**config.mk**
```make
export PLATFORM = sky130hd
export DESIGN_NAME = issue_selector
export DESIGN_NICKNAME = d
export VERILOG_FILES = /design/src/rtl/issue_selector.sv
export SDC_FILE = /design/constraint.sdc
export NUM_CORES = 2
export LEC_CHECK = 0
export ABC_AREA = 1
export BUFFER_PORTS_ARGS = -buffer_cell sky130_fd_sc_hd__buf_2
export CAP_MARGIN = 5
export CORE_MARGIN = 3
export CORE_UTILIZATION = 40
export CTS_BUF_LIST = sky130_fd_sc_hd__clkbuf_16
export CTS_CLUSTER_SIZE = 30
export DETAILED_ROUTE_END_ITERATION = 8
export RECOVER_POWER = 100
export SYNTH_ARGS = -nofsm -noshare
export SYNTH_HDL_FRONTEND = slang
export SYNTH_SLANG_ARGS = --single-unit
```
**constraint.sdc**
```tcl
create_clock -name clk -period 22.4 [get_ports clk]
set_input_delay 2.24 -clock clk [delete_from_list [all_inputs] [get_ports clk]]
set_output_delay 2.24 -clock clk [all_outputs]
set_load 0.005 [all_outputs]
```
**src/rtl/issue_selector.sv**
```systemverilog
module issue_selector #(
  parameter int NUM_CLS = 4,
  parameter int DEPTH   = 8,
  parameter int ISSUE_W = 2,
  parameter int SEQ_W   = 16,
  parameter int TAG_W   = 8
) (
  input  logic                       clk,
  input  logic                       rst_n,
  input  logic                       enq_valid,
  input  logic [SEQ_W-1:0]           enq_seq,
  input  logic [$clog2(NUM_CLS)-1:0] enq_cls,
  input  logic [TAG_W-1:0]           enq_tag,
  input  logic [NUM_CLS-1:0]         unit_free,
  input  logic                       squash_valid,
  input  logic [SEQ_W-1:0]           squash_bound,
  output logic [ISSUE_W-1:0]         iss_valid,
  output logic [ISSUE_W*SEQ_W-1:0]   iss_seq,
  output logic [ISSUE_W*$clog2(NUM_CLS)-1:0] iss_cls,
  output logic [ISSUE_W*TAG_W-1:0]   iss_tag,
  output logic [NUM_CLS-1:0]         cls_full
);
  localparam int CW = $clog2(NUM_CLS);
  localparam int DW = $clog2(DEPTH);

  logic [DEPTH-1:0] ent_v   [NUM_CLS];
  logic [SEQ_W-1:0] ent_seq [NUM_CLS][DEPTH];
  logic [TAG_W-1:0] ent_tag [NUM_CLS][DEPTH];

  logic [NUM_CLS-1:0] head_v;
  logic [DW-1:0]      head_idx [NUM_CLS];
  logic [SEQ_W-1:0]   head_seq [NUM_CLS];

  always_comb begin
    for (int c = 0; c < NUM_CLS; c++) begin
      head_v[c]   = 1'b0;
      head_idx[c] = '0;
      head_seq[c] = '1;
      for (int d = 0; d < DEPTH; d++) begin
        if (ent_v[c][d] && (!head_v[c] || ent_seq[c][d] < head_seq[c])) begin
          head_v[c]   = 1'b1;
          head_idx[c] = DW'(d);
          head_seq[c] = ent_seq[c][d];
        end
      end
    end
  end

  logic [NUM_CLS-1:0] taken;
  logic               pick_ok;
  logic [CW-1:0]      pick_c;
  logic [SEQ_W-1:0]   pick_seq;

  always_comb begin
    taken     = '0;
    iss_valid = '0;
    iss_seq   = '0;
    iss_cls   = '0;
    iss_tag   = '0;
    pick_ok   = 1'b0;
    pick_c    = '0;
    pick_seq  = '0;
    for (int s = 0; s < ISSUE_W; s++) begin
      pick_ok  = 1'b0;
      pick_c   = '0;
      pick_seq = '1;
      for (int c = 0; c < NUM_CLS; c++) begin
        if (!squash_valid && head_v[c] && unit_free[c] && !taken[c] &&
            (!pick_ok || head_seq[c] < pick_seq)) begin
          pick_ok  = 1'b1;
          pick_c   = CW'(c);
          pick_seq = head_seq[c];
        end
      end
      if (pick_ok) begin
        taken[pick_c]          = 1'b1;
        iss_valid[s]           = 1'b1;
        iss_seq[s*SEQ_W +: SEQ_W] = pick_seq;
        iss_cls[s*CW +: CW]    = pick_c;
        iss_tag[s*TAG_W +: TAG_W] = ent_tag[pick_c][head_idx[pick_c]];
      end
    end
  end

  logic [DW-1:0] free_idx;
  logic          enq_ok;

  always_comb begin
    free_idx = '0;
    for (int d = DEPTH - 1; d >= 0; d--)
      if (!ent_v[enq_cls][d]) free_idx = DW'(d);
  end

  generate
    for (genvar c = 0; c < NUM_CLS; c++) begin : g_full
      assign cls_full[c] = &ent_v[c];
    end
  endgenerate

  assign enq_ok = enq_valid && !cls_full[enq_cls] &&
                  (!squash_valid || enq_seq <= squash_bound);

  always_ff @(posedge clk) begin
    if (!rst_n) begin
      for (int c = 0; c < NUM_CLS; c++) ent_v[c] <= '0;
    end else begin
      for (int c = 0; c < NUM_CLS; c++) begin
        for (int d = 0; d < DEPTH; d++) begin
          if (squash_valid && ent_seq[c][d] > squash_bound) ent_v[c][d] <= 1'b0;
          if (taken[c] && head_idx[c] == DW'(d)) ent_v[c][d] <= 1'b0;
        end
      end
      if (enq_ok) begin
        ent_v[enq_cls][free_idx]   <= 1'b1;
        ent_seq[enq_cls][free_idx] <= enq_seq;
        ent_tag[enq_cls][free_idx] <= enq_tag;
      end
    end
  end


  a_reset_idle_chk: assert property (@(posedge clk) $past(!rst_n) |-> (iss_valid == '0 && cls_full == '0));


  squash_quiet_chk: assert property (@(posedge clk) disable iff (!rst_n) squash_valid |-> iss_valid == '0);


  squash_bound_chk: assert property (@(posedge clk) disable iff (!rst_n)
    $past(squash_valid) && iss_valid[0] |-> iss_seq[SEQ_W-1:0] <= $past(squash_bound));

  generate
    for (genvar s = 0; s + 1 < ISSUE_W; s++) begin : g_slot_chk

      packed_valid_chk: assert property (@(posedge clk) disable iff (!rst_n)
        iss_valid[s+1] |-> iss_valid[s]);

      slot_age_chk: assert property (@(posedge clk) disable iff (!rst_n)
        iss_valid[s+1] |-> iss_seq[s*SEQ_W +: SEQ_W] < iss_seq[(s+1)*SEQ_W +: SEQ_W]);
    end
    for (genvar s = 0; s < ISSUE_W; s++) begin : g_free_chk

      unit_free_chk: assert property (@(posedge clk) disable iff (!rst_n)
        iss_valid[s] |-> unit_free[iss_cls[s*CW +: CW]]);
    end
    for (genvar c = 0; c < NUM_CLS; c++) begin : g_full_chk

      full_hold_chk: assert property (@(posedge clk) disable iff (!rst_n)
        cls_full[c] && !taken[c] && !squash_valid |=> cls_full[c]);
    end
  endgenerate


  one_per_class_chk: assert property (@(posedge clk) disable iff (!rst_n)
    $countones(taken) == $countones(iss_valid));
endmodule

```
[Word-level counts from Yosys, hierarchy flattened]
Memories as Yosys holds them, arrays and structs flattened.
Cells that the tools add are included.
Word-level totals
  register bits after elaboration: 0
  memory bits (writable): 800
  input bits: 50
  output and inout bits: 58
  word-level logic and storage cells: 798
  memories kept: 3
Cells by class
  magnitude comparators: 80
  equal/unequal tests: 28
  muxes and demuxes: 418
  bitwise gates (word level): 70
  reductions and logical operators: 199
Memory list
  ent_seq: depth 4, bits a word 128, rd ports 4, clocked after memory_dff 0, wr ports 1, line 27  | logic [SEQ_W-1:0] ent_seq [NUM_CLS][DEPTH];
  ent_tag: depth 4, bits a word 64, rd ports 2, clocked after memory_dff 0, wr ports 1, line 28  | logic [TAG_W-1:0] ent_tag [NUM_CLS][DEPTH];
  ent_v: depth 4, bits a word 8, rd ports 5, clocked after memory_dff 0, wr ports 5, line 26  | logic [DEPTH-1:0] ent_v [NUM_CLS];
Operators by type and width (number)
  2-to-1 mux 16 bit: 43
  less-than comparator 16 bit: 34
  greater-than comparator 16 bit: 32
  2-to-1 mux 1 bit: 311
  2-to-1 mux 128 bit: 1
  logical AND 1 bit: 116
  2-to-1 mux 3 bit: 34
  2-to-1 mux 64 bit: 1
  2-to-1 mux 8 bit: 8
  bitwise OR 1 bit: 64
  binary-select mux 8 bit (select 3 bit): 2
  demux 16 bit (select 3 bit): 1
  == test 3 bit (second input constant): 16
  logical NOT 1 bit: 40
  logical OR 1 bit: 35
  AND reduction 8 bit: 4
  demux 8 bit (select 3 bit): 1
  == test 3 x 2 -> 1 bit (second input constant): 8
  less-or-equal comparator 16 bit: 1
  2-to-1 mux 2 bit: 8
  binary-select mux 3 bit (select 2 bit): 2
  == test 3 x 1 -> 1 bit (second input constant): 4
  greater-or-equal comparator 4 bit (second input constant): 3
  logical NOT 3 bit: 4
  other kinds (13): 22

[Depth between registers and ports, before layout]
An unclocked memory read counts as a cell.
  word-level depth: 76
  gate-level depth with buffers: 205
  gate-level depth less buffers: 186

[Worst setup path after synthesis]
OpenSTA, ideal clock, no wires.
  path kind: register to output
  start point: mem ent_v[0][0]
  end point: out iss_tag[12]
  data arrival time: 21.142 ns
  data required time: 20.160 ns
  setup slack: -0.982 ns
  cell stages (with the launch flop): 164
  path buffers: 23
  path through: dfxtp_1 buf_6 inv_1 clkbuf_1 nor2_1 ha_1 a21oi_1 nand3b_1 a21oi_1 nor2_1 nand2_2 nand2_4 nand2_4 buf_4 clkbuf_1 nand2_1 o21ai_0 ha_1 (+128 left out) ha_1 nand2_1 inv_1 nand3_1 a31oi_1 a2111oi_0 nand2_1 a21boi_1 buf_4 nor2_1 inv_2 nor2_1 nor3_2 inv_2 buf_2 nand2_1 nand2_1 nor2_1
RTL lines
  start, declared: line 26
  end, declared: line 20  | output logic [ISSUE_W*TAG_W-1:0] iss_tag,

==> run_results.csv <==
group,metric,value,unit
run_status,status,"complete, but fails checks",
run_status,violations,"max-capacitance violations, max-slew violations, negative setup slack",
routing,drt.antenna.violating_nets,0,
sta,timing.hold.ws,0.5639,ns
critical_path,crit_type,"register to primary output",
critical_path,critPathMaxFanout,10,
cells_and_area,final_common_cell,"nand2_1",
sta,slew_headroom,-1.556,
sta,setup_viol,26,
synthesis,syn_nets,7814,
min_path,holdPathStages,2,
critical_path,crit_required,20.16,ns
clock_network,tritoncts,"done",
min_path,min_to,"ent_v[3][2]",
clock_network,worst_skew_pair.late_latency,0.75,ns
critical_path,cpPeakStageDelay,0.38,ns
die,die-height,391.4,µm
clock_network,cts_hold_repair.buffers,0,
critical_path,r2r_cells,151,
critical_path,r2r-start,"ent_v[0][0]",
synthesis,synth.top_cell.area_share,0.3881,
sta,period_needed,23.76,ns
clock_network,cts_buffers,96,
synthesis,synth-seq-area-share,0.3989,
cells_and_area,syn2layout_area_growth,29.29,%
synthesis,synthArstFlopShare,0,
synthesis,synthTopCellsByArea,"edfxtp_1 39%, ha_1 22%, nand2_1 9.4%, o21ai_0 5.3%, a21oi_1 4.2%",
clock_network,cts_root_buffer,"clkbuf_16",
sta,period_share,1.061,
routing,first_iter_violations,5953,
synthesis,synth.distinct_cells,57,
synthesis,ys.flop_type,"edfxtp_1",
grt,grt_max_degree,73,
power,power.density,49.74,nW/µm²
power,p_leak,0.03347,µW
power,irDropWorstVdd,0.00006149,V
min_path,hold_path_class,"register to register",
placement,port-buffer-count,107,
clock_network,htreeDepth,3,
sta,rsz0062_at_grt,"yes",
clock_network,clockBufferDepth,3,
sta,worst_pin_slew,3.834,ns
synthesis,yosysWarnings,0,
sta,drv_slew,1297,
synthesis,yosysTopAreaCell,"edfxtp_1",
critical_path,arrival,21.52,ns
cells_and_area,multi_input_area,36420,µm²
clock_network,cts.clk_slew.worst_paths,0.06,ns
die,num_io_pins,108,
routing,drt-pass1-iter-count,6,
placement,place_area,68990,µm²
placement,placed_cells,9471,
sta,setup_ws,-1.358,ns
grt,grt_pass1_vias,54210,
grt,grtUsageTotal,0.2946,
die,fp-row-count,140,
sta,max_freq,0.04209,GHz
cells_and_area,nets,8858,
critical_path,r2r_slack,1.63,ns
critical_path,worstSetupEndpointType,"primary output",
cells_and_area,drive_gt1_frac,0.2326,
synthesis,syn_inst,6737,
synthesis,synth-seq-cells,800,
critical_path,critical_path.startpoint,"ent_v[0][0]",
grt,grt_pass1_wl,338900,µm
synthesis,synth_edf_count,768,
clock_network,cts.sinks,800,
sta,hold_viol_final,0,
flow_run,cap_violations,56,
synthesis,syn_area_per_cell,8.821,µm²
critical_path,reg2reg_to,"ent_v[1][0]",
critical_path,cp-start-kind,"register",
critical_path,worst_path_max_delay_cell,"a2111oi_2",
placement,hpwl,162000,µm
placement,place_congestion,0.9902,
routing,dr_total_vias,57020,
cells_and_area,post-route-util,0.5240,
routing,wire_per_inst,24.17,µm
grt,overflow,0,
synthesis,synth_area,59430,µm²
sta,finalClockSkew,0.04745,ns
min_path,hp-start,"ent_v[3][2]",
die,initial_core_util,0.4053,
die,core,146600,µm²
routing,route.detailed.drc,0,
routing,viasPerCell,5.827,
cells_and_area,nFillCells,13120,
power,power.total,3822,µW
cells_and_area,mostFrequentLayoutCells,"1383 x nand2_1, 959 x ha_1, 859 x buf_4",
die,die_x,391.4,µm
cells_and_area,postLayoutCellArea,76830,µm²
cells_and_area,layout.cells.non_filler,9787,
grt,antenna_found_initial,10,
die,fp.dieArea,153200,µm²
cells_and_area,seq_area,23710,µm²
routing,drt-total-wl,236500,µm
-- power by group --
group / switching, µW / internal, µW
clock: 698 / 891
sequential: 3.85 / 1650
combinational: 373 / 208
total: 1080 / 2750
-- registers in the layout (all words and copies together) (netlist names) --
register and count:
ent_v 32, ent_tag 256, ent_seq 512
-- worst max-delay path by stage --
stage,to,slack [ns],cells past startpoint
6_report,iss_tag[14],-1.36,155
5_1_grt,iss_tag[8],-2.50,164
4_1_cts,iss_tag[13],-1.15,153
3_5_place_dp,iss_tag[12],-2.26,143
3_3_place_gp,iss_tag[12],-1.41,154
2_1_floorplan,iss_tag[12],0.002,169
-- layer usage --
metal,vias up,track usage,part of all wire
li1,26570,-,-
met1,27290,0.4073,0.42
met2,2604,0.4543,0.43
met3,566,0.04549,0.090
met4,2,0.1328,0.054
met5,-,0,0.000080
-- cell type report --
cell class,count,area share
tap,1917,0.03122
timing repair inverter,1,0.00009771
antenna,7,0.0002280
clock inverter,84,0.009820
clock buffer,96,0.03127
timing repair buffer,1149,0.1236
inverter,427,0.02119
sequential,800,0.3086
multi-input combinational,5306,0.4740
-- synthesized netlist by cell type, types with 3 or more instances --
| library cell | instances |
|---|---|
| a2111oi_0 | 15 |
| a211oi_1 | 65 |
| a21o_1 | 7 |
| a21oi_1 | 500 |
| a221oi_1 | 11 |
| a22oi_1 | 4 |
| a31o_2 | 4 |
| a31oi_1 | 18 |
| and3_1 | 6 |
| buf_1 | 27 |
| buf_2 | 30 |
| buf_4 | 7 |
| buf_6 | 3 |
| clkbuf_1 | 151 |
| clkinv_1 | 7 |
| dfxtp_1 | 32 |
| edfxtp_1 | 768 |
| ha_1 | 1027 |
| inv_1 | 402 |
| inv_2 | 18 |
| nand2_1 | 1485 |
| nand2_2 | 20 |
| nand2_4 | 7 |
| nand3_1 | 408 |
| nand3_2 | 3 |
| nand3b_1 | 78 |
| nand4_1 | 141 |
| nor2_1 | 486 |
| nor2_4 | 3 |
| nor3_1 | 64 |
| o2111ai_1 | 30 |
| o211ai_1 | 40 |
| o21a_1 | 11 |
| o21ai_0 | 635 |
| o21ai_1 | 24 |
| o21bai_1 | 8 |
| o221a_2 | 12 |
| o221ai_1 | 7 |
| o22ai_1 | 73 |
| o31ai_1 | 30 |
| o41ai_1 | 6 |
| or2_0 | 39 |
| or2_1 | 5 |
-- through the flow --
step	TNS, ns	worst slack [ns]
final	-23.33	-1.358
after global routing	-52.17	-2.496
after CTS	-18.31	-1.147
after detailed placement	-45.06	-2.260
after global placement	-23.21	-1.414
after floorplan	0	0.001865
-- logic make-up after synthesis --
kind of cell    after synthesis  share of synthesized area
buf+inv                     646                    0.04228
fa+ha+maj                  1027                     0.2162
flops                       800                     0.3989
simple gates               2754                     0.2001
compound gates             1510                     0.1425
-- timing repair --
action | CTS | global route
setup buffers | 28 | 60
resized for setup | 356 | 624
gates cloned | 14 | 37
endpoints found under the setup margin | 28 | 61
pin swaps | 23 | 168
-- critical path, delay by kind of cell (launching register included) --
family / cells / cell delay, ns
DFF: 1 / 0.35
buffers and inverters: 28 / 3.59
AOI/OAI and AO/OA: 38 / 6.26
and+or+nand+nor: 76 / 7.01
adders and majority gates: 13 / 3.45
(Power assumes the default switching activity.)
